`config.mk`:
```
export PLATFORM = sky130hd
export DESIGN_NAME = i2cs_keyreg_target
export DESIGN_NICKNAME = d
export VERILOG_FILES = /design/src/rtl/i2cs_pkg.sv /design/src/rtl/i2cs_bus_sense.sv /design/src/rtl/i2cs_regwin.sv /design/src/rtl/i2cs_cmd_unit.sv /design/src/rtl/i2cs_keyreg_target.sv
export SDC_FILE = /design/constraint.sdc
export NUM_CORES = 1
export LEC_CHECK = 0
export ABC_CLOCK_PERIOD_IN_PS = 2700
export BUFFER_PORTS_ARGS = -buffer_cell sky130_fd_sc_hd__buf_2
export CORE_ASPECT_RATIO = 1.1
export CORE_MARGIN = 2
export CORE_UTILIZATION = 40
export CTS_CLUSTER_DIAMETER = 30
export DETAILED_ROUTE_END_ITERATION = 8
export PLACE_DENSITY = 0.53
export SLEW_MARGIN = 20
export SYNTH_ARGS = -nofsm -noshare
export SYNTH_HDL_FRONTEND = slang
export SYNTH_HIERARCHICAL = 1
export SYNTH_SLANG_ARGS = --single-unit
export TNS_END_PERCENT = 50
```
`constraint.sdc`:
```
create_clock -name clk -period 2.7 [get_ports clk]
set_input_delay 0.27 -clock clk [delete_from_list [all_inputs] [get_ports clk]]
set_output_delay 0.27 -clock clk [all_outputs]
set_load 0.05 [all_outputs]
```
`src/rtl/i2cs_pkg.sv`:
```
package i2cs_pkg;

    localparam int BYTE_W = 8;

    localparam logic [7:0] CMD_IRQ_ON  = 8'hA0;
    localparam logic [7:0] CMD_IRQ_OFF = 8'hA1;
    localparam logic [7:0] CMD_BOOT    = 8'hA2;

    typedef enum logic [1:0] {
        PH_IDLE,
        PH_ADDR,
        PH_WRITE,
        PH_READ
    } phase_e;

    typedef enum logic [1:0] {
        OP_NONE,
        OP_IRQ_SET,
        OP_IRQ_CLR,
        OP_BOOT
    } cmd_op_e;

    typedef struct packed {
        logic scl;
        logic sda;
        logic rise;
        logic fall;
        logic start;
        logic stop;
    } bus_ev_t;

    function automatic cmd_op_e decode_cmd(input logic [7:0] b);
        case (b)
            CMD_IRQ_ON:  return OP_IRQ_SET;
            CMD_IRQ_OFF: return OP_IRQ_CLR;
            CMD_BOOT:    return OP_BOOT;
            default:     return OP_NONE;
        endcase
    endfunction

    function automatic logic [7:0] reg_init(input int unsigned idx);
        case (idx)
            0:       return 8'hAA;
            1:       return 8'h55;
            default: return 8'h00;
        endcase
    endfunction

endpackage

```
`src/rtl/i2cs_bus_sense.sv`:
```
module i2cs_bus_sense
    import i2cs_pkg::*;
(
    input  logic    clk,
    input  logic    rst,
    input  logic    scl_i,
    input  logic    sda_i,
    output bus_ev_t ev
);

    logic scl_q, sda_q, scl_p, sda_p;

    always_ff @(posedge clk) begin
        if (rst) begin
            scl_q <= 1'b1;
            sda_q <= 1'b1;
            scl_p <= 1'b1;
            sda_p <= 1'b1;
        end else begin
            scl_q <= scl_i;
            sda_q <= sda_i;
            scl_p <= scl_q;
            sda_p <= sda_q;
        end
    end

    always_comb begin
        ev.scl   = scl_q;
        ev.sda   = sda_q;
        ev.rise  = scl_q & ~scl_p;
        ev.fall  = ~scl_q & scl_p;
        ev.start = scl_q & scl_p & sda_p & ~sda_q;
        ev.stop  = scl_q & scl_p & ~sda_p & sda_q;
    end

endmodule

```
`src/rtl/i2cs_regwin.sv`:
```
module i2cs_regwin
    import i2cs_pkg::*;
#(
    parameter int DEPTH = 16,
    localparam int AW = $clog2(DEPTH),
    localparam int PW = $clog2(DEPTH + 1)
) (
    input  logic              clk,
    input  logic              rst,
    input  logic              wr_en,
    input  logic [AW-1:0]     wr_addr,
    input  logic [BYTE_W-1:0] wr_data,
    input  logic [PW-1:0]     rd_ptr,
    output logic [BYTE_W-1:0] rd_data
);

    logic [BYTE_W-1:0] regs [DEPTH];

    always_ff @(posedge clk) begin
        for (int i = 0; i < DEPTH; i++) begin
            if (rst) begin
                regs[i] <= reg_init(i);
            end else if (wr_en && wr_addr == AW'(i)) begin
                regs[i] <= wr_data;
            end
        end
    end

    assign rd_data = (rd_ptr < PW'(DEPTH)) ? regs[rd_ptr[AW-1:0]] : {BYTE_W{1'b1}};

    // a load lands in the addressed byte on the next cycle
    assert_load_lands_R5: assert property (@(posedge clk) disable iff (rst)
        wr_en |=> regs[$past(wr_addr)] == $past(wr_data));

endmodule

```
`src/rtl/i2cs_cmd_unit.sv`:
```
module i2cs_cmd_unit
    import i2cs_pkg::*;
#(
    parameter int DEPTH = 16,
    localparam int CW = $clog2(DEPTH + 1)
) (
    input  logic              clk,
    input  logic              rst,
    input  logic              clear,
    input  logic              byte_vld,
    input  logic [BYTE_W-1:0] byte_in,
    output logic              irq_oe,
    output logic              boot_req
);

    logic [CW-1:0] count;

    always_ff @(posedge clk) begin
        if (rst) begin
            count    <= '0;
            irq_oe   <= 1'b0;
            boot_req <= 1'b0;
        end else if (clear) begin
            count <= '0;
        end else if (byte_vld) begin
            if (count < CW'(DEPTH)) count <= count + CW'(1);
            if (count == '0) begin
                case (decode_cmd(byte_in))
                    OP_IRQ_SET: irq_oe   <= 1'b1;
                    OP_IRQ_CLR: irq_oe   <= 1'b0;
                    OP_BOOT:    boot_req <= 1'b1;
                    default:    ;
                endcase
            end
        end
    end

    // the boot request is sticky
    assert_boot_sticky_R7: assert property (@(posedge clk) disable iff (rst)
        boot_req |=> boot_req);

    // the interrupt only moves on the first byte of a transaction
    assert_irq_first_byte_R7: assert property (@(posedge clk) disable iff (rst)
        !$stable(irq_oe) |-> $past(byte_vld && count == '0));

    // bytes past the buffer size are dropped, the count saturates
    assert_count_bound_R6: assert property (@(posedge clk) disable iff (rst)
        count <= CW'(DEPTH));

endmodule

```
`src/rtl/i2cs_keyreg_target.sv`:
```
module i2cs_keyreg_target
    import i2cs_pkg::*;
#(
    parameter logic [6:0] TARGET_ADDR = 7'h15,
    parameter int         REG_DEPTH   = 16,
    parameter int         CMD_DEPTH   = 16,
    localparam int        AW          = $clog2(REG_DEPTH),
    localparam int        PW          = $clog2(REG_DEPTH + 1)
) (
    input  logic              clk,
    input  logic              rst,
    input  logic              scl_i,
    input  logic              sda_i,
    output logic              sda_oe,
    output logic              irq_oe,
    output logic              boot_req,
    input  logic              reg_wr_en,
    input  logic [AW-1:0]     reg_wr_idx,
    input  logic [BYTE_W-1:0] reg_wr_data
);

    bus_ev_t           ev;
    phase_e            phase;
    logic [3:0]        bit_cnt;
    logic [BYTE_W-1:0] rx_sh;
    logic [BYTE_W-1:0] tx_sh;
    logic [PW-1:0]     ptr;
    logic              host_ack;
    logic [BYTE_W-1:0] rd_byte;
    logic              cmd_vld;
    logic [BYTE_W-1:0] cmd_byte;
    logic              addr_hit;
    logic              ptr_in_win;
    logic              load_next;

    i2cs_bus_sense u_sense (
        .clk   (clk),
        .rst   (rst),
        .scl_i (scl_i),
        .sda_i (sda_i),
        .ev    (ev)
    );

    i2cs_regwin #(.DEPTH(REG_DEPTH)) u_win (
        .clk     (clk),
        .rst     (rst),
        .wr_en   (reg_wr_en),
        .wr_addr (reg_wr_idx),
        .wr_data (reg_wr_data),
        .rd_ptr  (ptr),
        .rd_data (rd_byte)
    );

    i2cs_cmd_unit #(.DEPTH(CMD_DEPTH)) u_cmd (
        .clk      (clk),
        .rst      (rst),
        .clear    (ev.stop),
        .byte_vld (cmd_vld),
        .byte_in  (cmd_byte),
        .irq_oe   (irq_oe),
        .boot_req (boot_req)
    );

    assign addr_hit   = (rx_sh[7:1] == TARGET_ADDR);
    assign ptr_in_win = (ptr < PW'(REG_DEPTH));
    assign load_next  = (phase == PH_ADDR && rx_sh[0]) || (phase == PH_READ && host_ack);

    always_ff @(posedge clk) begin
        if (rst) begin
            phase    <= PH_IDLE;
            bit_cnt  <= '0;
            rx_sh    <= '0;
            tx_sh    <= '0;
            ptr      <= '0;
            sda_oe   <= 1'b0;
            host_ack <= 1'b0;
            cmd_vld  <= 1'b0;
            cmd_byte <= '0;
        end else begin
            cmd_vld <= 1'b0;
            if (ev.stop) begin
                phase   <= PH_IDLE;
                bit_cnt <= '0;
                sda_oe  <= 1'b0;
                ptr     <= '0;
            end else if (ev.start) begin
                phase   <= PH_ADDR;
                bit_cnt <= '0;
                sda_oe  <= 1'b0;
            end else if (phase != PH_IDLE) begin
                if (ev.rise) begin
                    if (bit_cnt < 4'd8) begin
                        rx_sh   <= {rx_sh[6:0], ev.sda};
                        bit_cnt <= bit_cnt + 4'd1;
                    end else if (bit_cnt == 4'd9) begin
                        host_ack <= ~ev.sda;
                    end
                end else if (ev.fall) begin
                    if (bit_cnt == 4'd8) begin
                        // acknowledge slot begins
                        bit_cnt <= 4'd9;
                        case (phase)
                            PH_ADDR: begin
                                if (addr_hit) begin
                                    sda_oe <= 1'b1;
                                end else begin
                                    phase   <= PH_IDLE;
                                    bit_cnt <= '0;
                                end
                            end
                            PH_WRITE: begin
                                sda_oe   <= 1'b1;
                                cmd_vld  <= 1'b1;
                                cmd_byte <= rx_sh;
                            end
                            default: sda_oe <= 1'b0;
                        endcase
                    end else if (bit_cnt == 4'd9) begin
                        // acknowledge slot ends
                        bit_cnt <= '0;
                        sda_oe  <= 1'b0;
                        if (load_next) begin
                            phase  <= PH_READ;
                            tx_sh  <= rd_byte;
                            sda_oe <= ~rd_byte[7];
                            if (ptr_in_win) ptr <= ptr + PW'(1);
                        end else if (phase == PH_ADDR) begin
                            phase <= PH_WRITE;
                        end else if (phase == PH_READ) begin
                            phase <= PH_IDLE;
                        end
                    end else if (phase == PH_READ && bit_cnt != '0) begin
                        sda_oe <= ~tx_sh[6];
                        tx_sh  <= {tx_sh[6:0], 1'b0};
                    end
                end
            end
        end
    end

    // pulling SDA low only starts while SCL is low
    assert_pull_scl_low_R10: assert property (@(posedge clk) disable iff (rst)
        $rose(sda_oe) |-> !ev.scl);

    // STOP leaves SDA released and the pointer at zero
    assert_stop_rewind_R8: assert property (@(posedge clk) disable iff (rst)
        ev.stop |=> (!sda_oe && ptr == '0));

    // the pointer never runs past the window end
    assert_ptr_bound_R4: assert property (@(posedge clk) disable iff (rst)
        ptr <= PW'(REG_DEPTH));

    // no drive while the bus is being ignored
    assert_idle_quiet_R9: assert property (@(posedge clk) disable iff (rst)
        phase == PH_IDLE |-> !sda_oe);

endmodule

```
==> results of run 1 <==
==> cells in the final DEF, fill, tap and decap left out, types with 5 or more instances in the layout <==
| master | count |
|---|---|
| sky130_fd_sc_hd__buf_2 | 19 |
| sky130_fd_sc_hd__nor2_1 | 47 |
| sky130_fd_sc_hd__and2_1 | 122 |
| sky130_fd_sc_hd__nand3_1 | 13 |
| sky130_fd_sc_hd__mux2i_1 | 21 |
| sky130_fd_sc_hd__or2_2 | 6 |
| sky130_fd_sc_hd__clkbuf_16 | 17 |
| sky130_fd_sc_hd__edfxtp_1 | 128 |
| sky130_fd_sc_hd__or3_1 | 12 |
| sky130_fd_sc_hd__nor2b_1 | 9 |
| sky130_fd_sc_hd__inv_1 | 8 |
| sky130_fd_sc_hd__nand2_1 | 26 |
| sky130_fd_sc_hd__or2_1 | 7 |
| sky130_fd_sc_hd__o21bai_1 | 16 |
| sky130_fd_sc_hd__mux2_2 | 54 |
| sky130_fd_sc_hd__o31ai_1 | 5 |
| sky130_fd_sc_hd__a21oi_1 | 19 |
| sky130_fd_sc_hd__inv_6 | 5 |
| sky130_fd_sc_hd__mux4_2 | 8 |
| sky130_fd_sc_hd__buf_4 | 15 |
| sky130_fd_sc_hd__o211ai_1 | 8 |
| sky130_fd_sc_hd__o221ai_1 | 8 |
| sky130_fd_sc_hd__a221oi_1 | 8 |
| sky130_fd_sc_hd__o21ai_0 | 6 |
| sky130_fd_sc_hd__nand2b_1 | 6 |
| sky130_fd_sc_hd__dfxtp_1 | 47 |
| sky130_fd_sc_hd__o22ai_1 | 8 |
| sky130_fd_sc_hd__ha_1 | 13 |
| sky130_fd_sc_hd__nand3b_1 | 6 |
==> stage by stage <==
stage          worst slack [ns]  hold slack [ns]
5_1_grt                   0.162           0.0185
3_3_place_gp              0.383            0.448
4_1_cts                   0.352          0.00435
2_1_floorplan             0.647            0.342
6_report                  0.357           0.0248
3_5_place_dp              0.376            0.458
==> power breakdown <==
| part | switching (mW) | internal [mW] | total (mW) |
|---|---|---|---|
| logic | 0.184 | 0.100 | 0.285 |
| registers | 0.0399 | 3.01 | 3.05 |
| clock network | 1.12 | 1.30 | 2.42 |
| total | 1.34 | 4.42 | 5.76 |
==> sequential cells by signal (all words and copies together) (netlist names) <==
name and flops:
u_win/regs 128, cmd_byte 8, rx_sh 8, tx_sh 7, ptr 5, u_cmd/count 5
bit_cnt 4, phase 2, cmd_vld 1, host_ack 1, sda_oe 1, u_cmd/boot_req 1
u_cmd/irq_oe 1, u_sense/scl_p 1, u_sense/scl_q 1, u_sense/sda_p 1, u_sense/sda_q 1
==> per-layer routing <==
metal / global-route usage [%] / vias up / part of all wire (%)
met1: 24.9 / 2713 / 46
met4: 7.47 / 0 / 2.1
li1: - / 2598 / -
met5: 0 / - / 0
met2: 31.1 / 99 / 49
met3: 3.38 / 25 / 3.4
==> critical path, cell delays in order (launching register included) <==
cell and delay (ns):
sky130_fd_sc_hd__dfxtp_1 0.78, sky130_fd_sc_hd__nor3b_2 0.21, sky130_fd_sc_hd__a221oi_1 0.52, sky130_fd_sc_hd__o211ai_1 0.21, sky130_fd_sc_hd__nor4_1 0.32, sky130_fd_sc_hd__o31ai_1 0.09
sky130_fd_sc_hd__mux2i_1 0.14
==> how the worst min path moves through the flow <==
| stage | startpoint | end | cells past startpoint | slack [ns] |
|---|---|---|---|---|
| 2_1_floorplan | rst | u_cmd/boot_req | 1 | 0.34 |
| 3_3_place_gp | u_cmd/boot_req | u_cmd/boot_req | 2 | 0.45 |
| 5_1_grt | sda_i | u_sense/sda_q | 2 | 0.02 |
| 4_1_cts | sda_i | u_sense/sda_q | 2 | 0.004 |
| 6_report | sda_i | u_sense/sda_q | 2 | 0.02 |
| 3_5_place_dp | sda_i | u_sense/sda_q | 2 | 0.46 |
==> layout make-up <==
cell class	instances	area, sq um	share of cell area [%]
Clock buffer	17	425	4.45
Clock inverter	15	149	1.56
Inverter	8	30.0	0.314
Multi-Input combinational cell	481	3560	37.2
Sequential cell	176	4810	50.3
Tap cell	290	363	3.80
Timing Repair Buffer	35	228	2.38
==> results by group, run 1 <==
Clock tree
  • Max Root-Sink Buffers: 2
  • Clock H-tree levels: 4
  • CTS hold repair buffers: 0
  • Number of resized instances in the post-cts repair step: 0
  • # Post-CTS Setup Buffers: 0
  • Number of buffers added by the clock tree synthesis step: 17
  • Buffer cell driving the clock tree root: sky130_fd_sc_hd__clkbuf_16
  • Clk slew on worst S/H paths: roughly 0.07 ns
  • Skew-Pair Late Insertion Delay: around 0.43 ns
  • # clock sinks: about 180
  • Clock tree from TritonCTS: built

Setup path
  • FF-to-FF Start: ptr[0]
  • Worst r2r dst: sda_oe
  • CP startpoint kind: register
  • Register-to-register path setup slack: roughly 0.36 ns
  • Cell depth of the worst flop-to-flop path: 6
  • Required arrival time at the worst endpoint: 3.06 ns
  • Crit path from: ptr[0]
  • Peak fanout along the critical path: 15
  • Crit path DAT: roughly 2.7 ns
  • Critical path capture point: sda_oe
  • Crit Path Class: reg -> reg
  • Worst setup EP type: register

Synthesis
  • Avg Inst Size Synth: approximately 12 sq um
  • Syn Inst Count: 706
  • Total standard cell area after synthesis: between 8000 and 9000 sq um
  • Syn Nets: 736
  • Count of warnings emitted by yosys: 6

Timing
  • Transition time of the tightest slew-check pin: 0.884 ns
  • Number of hold violations in the final report: 0
  • RSZ-0062 raised after global routing: false
  • Aggregate negative setup slack: 0 ns
  • Max-slew headroom at the worst pin: between 40 and 50%
  • Minimum clock period: 2.34 ns
  • Tcrit/Tclk final: ~87%
  • Clock skew: approximately 0.0098 ns
  • Highest Clock Rate: roughly 430 MHz
  • Setup violators final: 0
  • Max-slew violation total from the final report: 0

Global route
  • Antenna violations before repair: 0
  • Leftover overflow at the end of global routing: 0
  • Global-route usage over all layers: a little under a fifth
  • Number of global-route vias before repair: 5617
  • First-pass GRT wire length: around 32 mm
  • Largest net degree at the start of global routing: 44

Route
  • Vias: between 5000 and 6000
  • First-pass iteration count of the detailed router: 4
  • Mean routed wirelength per cell: 19.7 um
  • Via density per instance: between 5 and 6
  • DRC: 0
  • Total Routed Length: 20.1 mm
  • DRC violation total after the first TritonRoute iteration: between 200 and 300
  • Count of nets left with antenna violations after detail routing: 0

Power and ir drop
  • Leakage power of the design: about 3.4 nW
  • Maximum vdd ir drop: a little over 0.0004 V
  • Overall power consumption: a little under 6 mW
  • PwrDens: roughly 600 nW/um^2

Floorplan
  • Starting density of the core: between 40% and 50%
  • Number of rows created at floorplan: 56
  • DIE HEIGHT: around 160 um
  • Number of placed I/O pins: 20
  • Total die area: 22600 sq um
  • Width of the chip: 144 um
  • Floorplan core area: between 20000 and 25000 sq um

Cells and area
  • Net count of the finished layout: between 700 and 800
  • Share of layout cells above drive strength 1: 20.2%
  • Design area: ~9600 sq um
  • Filler cell count in the final layout: 1968
  • Number of standard cells in the final layout excluding fillers: 1022
  • Synth-to-layout area growth: 11.6%
  • Finished Core Util: between 40% and 50%
  • # diodes: 0

Run status
  • Outcome: finished, final reports clean

Place
  • Global placement routability congestion: 0.809
  • Placed standard-cell area: 8990 sq um
  • Hpwl dp: roughly 14 mm
  • Number of input and output port buffers inserted: 19
  • # placed instances: 990

Min path
  • Worst hold path type: in -> reg

Run
  • Total of max-cap violations: 0
No activity file was read; power rests on OpenSTA's default activity.
==> run 2, diff against run 1 <==
--- a/config.mk
+++ b/config.mk
@@ -7,9 +7,9 @@
 export LEC_CHECK = 0
 export ABC_CLOCK_PERIOD_IN_PS = 2700
 export BUFFER_PORTS_ARGS = -buffer_cell sky130_fd_sc_hd__buf_2
-export CORE_ASPECT_RATIO = 1.1
 export CORE_MARGIN = 2
 export CORE_UTILIZATION = 40
+export CTS_BUF_LIST = sky130_fd_sc_hd__clkbuf_8
 export CTS_CLUSTER_DIAMETER = 30
 export DETAILED_ROUTE_END_ITERATION = 8
 export PLACE_DENSITY = 0.53
==> run 2 against run 1 <==
Compared with the run above:
- via count grew 1.9%
- non-clock buffer count is 1 higher
- routed wire length grew 4.5%
- maximum frequency is 3.9% higher
- worst hold slack better by 0.33 ns
- critical path depth stayed put
- global-route usage rose by 0.58 points
- core utilization down 0.62 points
- first-iteration DRC count up 60%
- sequential power hardly changed
- highest routed layer unchanged
==> results by group, run 2 (synthesis results as in run 1) <==
Cells and area
  • Largest register FFs: 128 (unchanged)
  • Share of layout cells above drive strength 1: 20.1% (-0.16 points)
  • Filler cell count in the final layout: 1915 (-2.7%)
  • Net count of the finished layout: 750 (+0.13%)
  • Most frequent standard cell in the layout excluding fill and tap cells: sky130_fd_sc_hd__edfxtp_1
  • Most frequent cells in the layout: sky130_fd_sc_hd__edfxtp_1 (128), sky130_fd_sc_hd__and2_1 (122), sky130_fd_sc_hd__mux2_2 (54)
  • # diodes: 0 (unchanged)
  • Design area: 9370 sq um (-2.0%)
  • Largest Register: u_win/regs
  • Synth-to-layout area growth: 9.32%
  • Largest registers: u_win/regs x128, cmd_byte x8, rx_sh x8
  • Number of standard cells in the final layout excluding fillers: 1008 (-1.4%)

Place
  • Global placement routability congestion: 0.859 (+6.1%)
  • Placed standard-cell area: 8960 sq um (-0.29%)
  • # placed instances: 974 (-1.6%)
  • Number of input and output port buffers inserted: 19 (unchanged)
  • Hpwl dp: 14.5 mm (+2.6%)

Global route
  • Antenna violations before repair: 1 (+1)
  • First-pass GRT wire length: 32.5 mm (+2.0%)
  • Largest net degree at the start of global routing: 60 (+36%)
  • Number of global-route vias before repair: 5521 (-1.7%)
  • Global-route usage over all layers: 19.5% (+0.58 points)
  • Leftover overflow at the end of global routing: 0 (unchanged)

Setup path
  • Buf/Inv on CP: 1 (+1)
  • Peak fanout along the critical path: 10 (-5)
  • Required arrival time at the worst endpoint: 3.08 ns (+0.02 ns)
  • CP startpoint kind: register
  • Crit path DAT: 2.64 ns (-0.06 ns)
  • Critical-path top delay cell: sky130_fd_sc_hd__or4_1
  • Worst r2r dst: ptr[0]
  • Cell depth of the worst flop-to-flop path: 6 (unchanged)
  • Cell Chain, Critical Path: inv_1, ha_1, or3b_4, nand3b_4, or4_1, a21oi_1
  • Largest incremental delay on the critical path: 0.55 ns (-0.23 ns)
  • Kind of cell adding the most delay to the critical path: simple AND/OR/NAND/NOR gates
  • Worst setup EP type: register
  • Register-to-register path setup slack: 0.44 ns (+0.09 ns)
  • Crit Path Class: reg -> reg
  • FF-to-FF Start: phase[0]

Timing
  • Number of hold violations in the final report: 0 (unchanged)
  • Highest Clock Rate: 443 MHz (+3.9%)
  • Max-slew violation total from the final report: 0 (unchanged)
  • Max-slew headroom at the worst pin: 39.9% (-1.0 points)
  • Transition time of the tightest slew-check pin: 0.900 ns (+0.0155 ns)
  • Setup violators final: 0 (unchanged)
  • Clock skew: 0.0214 ns (+0.0116 ns)
  • Fin Hold WS: 0.354 ns (+0.329 ns)
  • Minimum clock period: 2.26 ns (-0.0869 ns)
  • Aggregate negative setup slack: 0 ns (unchanged)
  • Tcrit/Tclk final: 83.6% (-3.2 points)
  • RSZ-0062 raised after global routing: false

Floorplan
  • Floorplan core area: 21000 sq um (-0.66%)
  • DIE HEIGHT: 150 um (-4.5%)
  • Width of the chip: 150 um (+4.7%)
  • Total die area: 22600 sq um (about the same)
  • Starting density of the core: 40.8% (+0.27 points)
  • Number of rows created at floorplan: 53 (-5.4%)
  • Number of placed I/O pins: 20 (unchanged)

Route
  • Via density per instance: 5.49 (+3.3%)
  • DRC: 0 (unchanged)
  • Vias: 5538 (+1.9%)
  • First-pass iteration count of the detailed router: 5 (+1)
  • Count of nets left with antenna violations after detail routing: 0 (unchanged)
  • Mean routed wirelength per cell: 20.9 um (+6.0%)
  • Total Routed Length: 21.1 mm (+4.5%)
  • DRC violation total after the first TritonRoute iteration: 411 (+60%)

Clock tree
  • Clock H-tree levels: 4 (unchanged)
  • # clock sinks: 176 (unchanged)
  • Number of buffers added by the clock tree synthesis step: 17 (unchanged)
  • Buffer cell driving the clock tree root: sky130_fd_sc_hd__clkbuf_8
  • Skew-Pair Late Insertion Delay: 0.47 ns (+0.04 ns)
  • Max Root-Sink Buffers: 2 (unchanged)
  • Clock tree from TritonCTS: built
  • Clk slew on worst S/H paths: 0.11 ns (+0.04 ns)

Power and ir drop
  • Leakage power of the design: 3.27 nW (-2.6%)
  • PwrDens: 551 nW/um^2 (-8.7%)
  • Maximum vdd ir drop: 0.000314 V (-23%)

Min path
  • Critical hold path startpoint: reg_wr_data[0]
  • Min-Delay Path Depth: 2 (unchanged)
  • End point of the most critical hold path: u_win/regs[10][0]
  • Worst hold path type: in -> reg

Run status
  • Outcome: finished, final reports clean

Run
  • Total of max-cap violations: 0 (unchanged)
run 2: changes by cell type in the layout (fill, tap and decap cells not counted), sizes merged:
cell,delta
inv,-2
clkinvlp,+2
dlygate4sd3,+2
buf,-1
run 2: cell type report:
type / count / area, sq um / share of cell area [%]
flip-flops and latches: 176 / 4810 / 51.3
multi-input cells: 481 / 3560 / 38.0
well taps: 275 / 344 / 3.67
repair buffers: 36 / 240 / 2.56
clock buffers: 17 / 234 / 2.50
clock inverters: 15 / 153 / 1.63
inverters: 8 / 30.0 / 0.321
run 2: worst max-delay path by stage:
stage	to	from	slack, ns	cells after the start
3_3_place_gp	ptr[0]	phase[0]	0.52	6
5_1_grt	sda_oe	ptr[0]	0.30	7
6_report	ptr[0]	phase[0]	0.44	6
3_5_place_dp	ptr[0]	phase[0]	0.49	6
2_1_floorplan	sda_oe	ptr[1]	0.65	8
4_1_cts	ptr[0]	phase[0]	0.46	6
run 2: per-layer routing:
| metal | up-vias | track usage, % | wire [um] |
|---|---|---|---|
| met5 | - | 0 | 0 |
| met4 | 0 | 6.56 | 487 |
| met3 | 32 | 3.21 | 760 |
| met2 | 140 | 32.7 | 10300 |
| met1 | 2769 | 25.8 | 9490 |
| li1 | 2597 | - | - |
run 2: through the flow:
stage          setup WS [ns]  utilization (%)  power (mW)
3_3_place_gp           0.521             42.6        3.41
6_report               0.443             44.6        5.16
2_1_floorplan          0.647                -        3.26
3_5_place_dp           0.491             42.6        3.41
5_1_grt                0.296             44.6        5.35
4_1_cts                0.456             44.6        5.20
run 2: where the power goes:
part | internal, mW | total, mW | leakage, nW | switching (mW)
Clock | 0.757 | 1.81 | 0.191 | 1.05
Sequential | 3.01 | 3.05 | 1.62 | 0.0340
Combinational | 0.100 | 0.303 | 1.46 | 0.203
Total | 3.87 | 5.16 | 3.27 | 1.29
run 2: what timing repair did:
action                    4_1_cts  5_1_grt
hold buffers                    2        0
setup buffers                   0        0
resized for setup               0        0
hold endpoints to repair        2        0
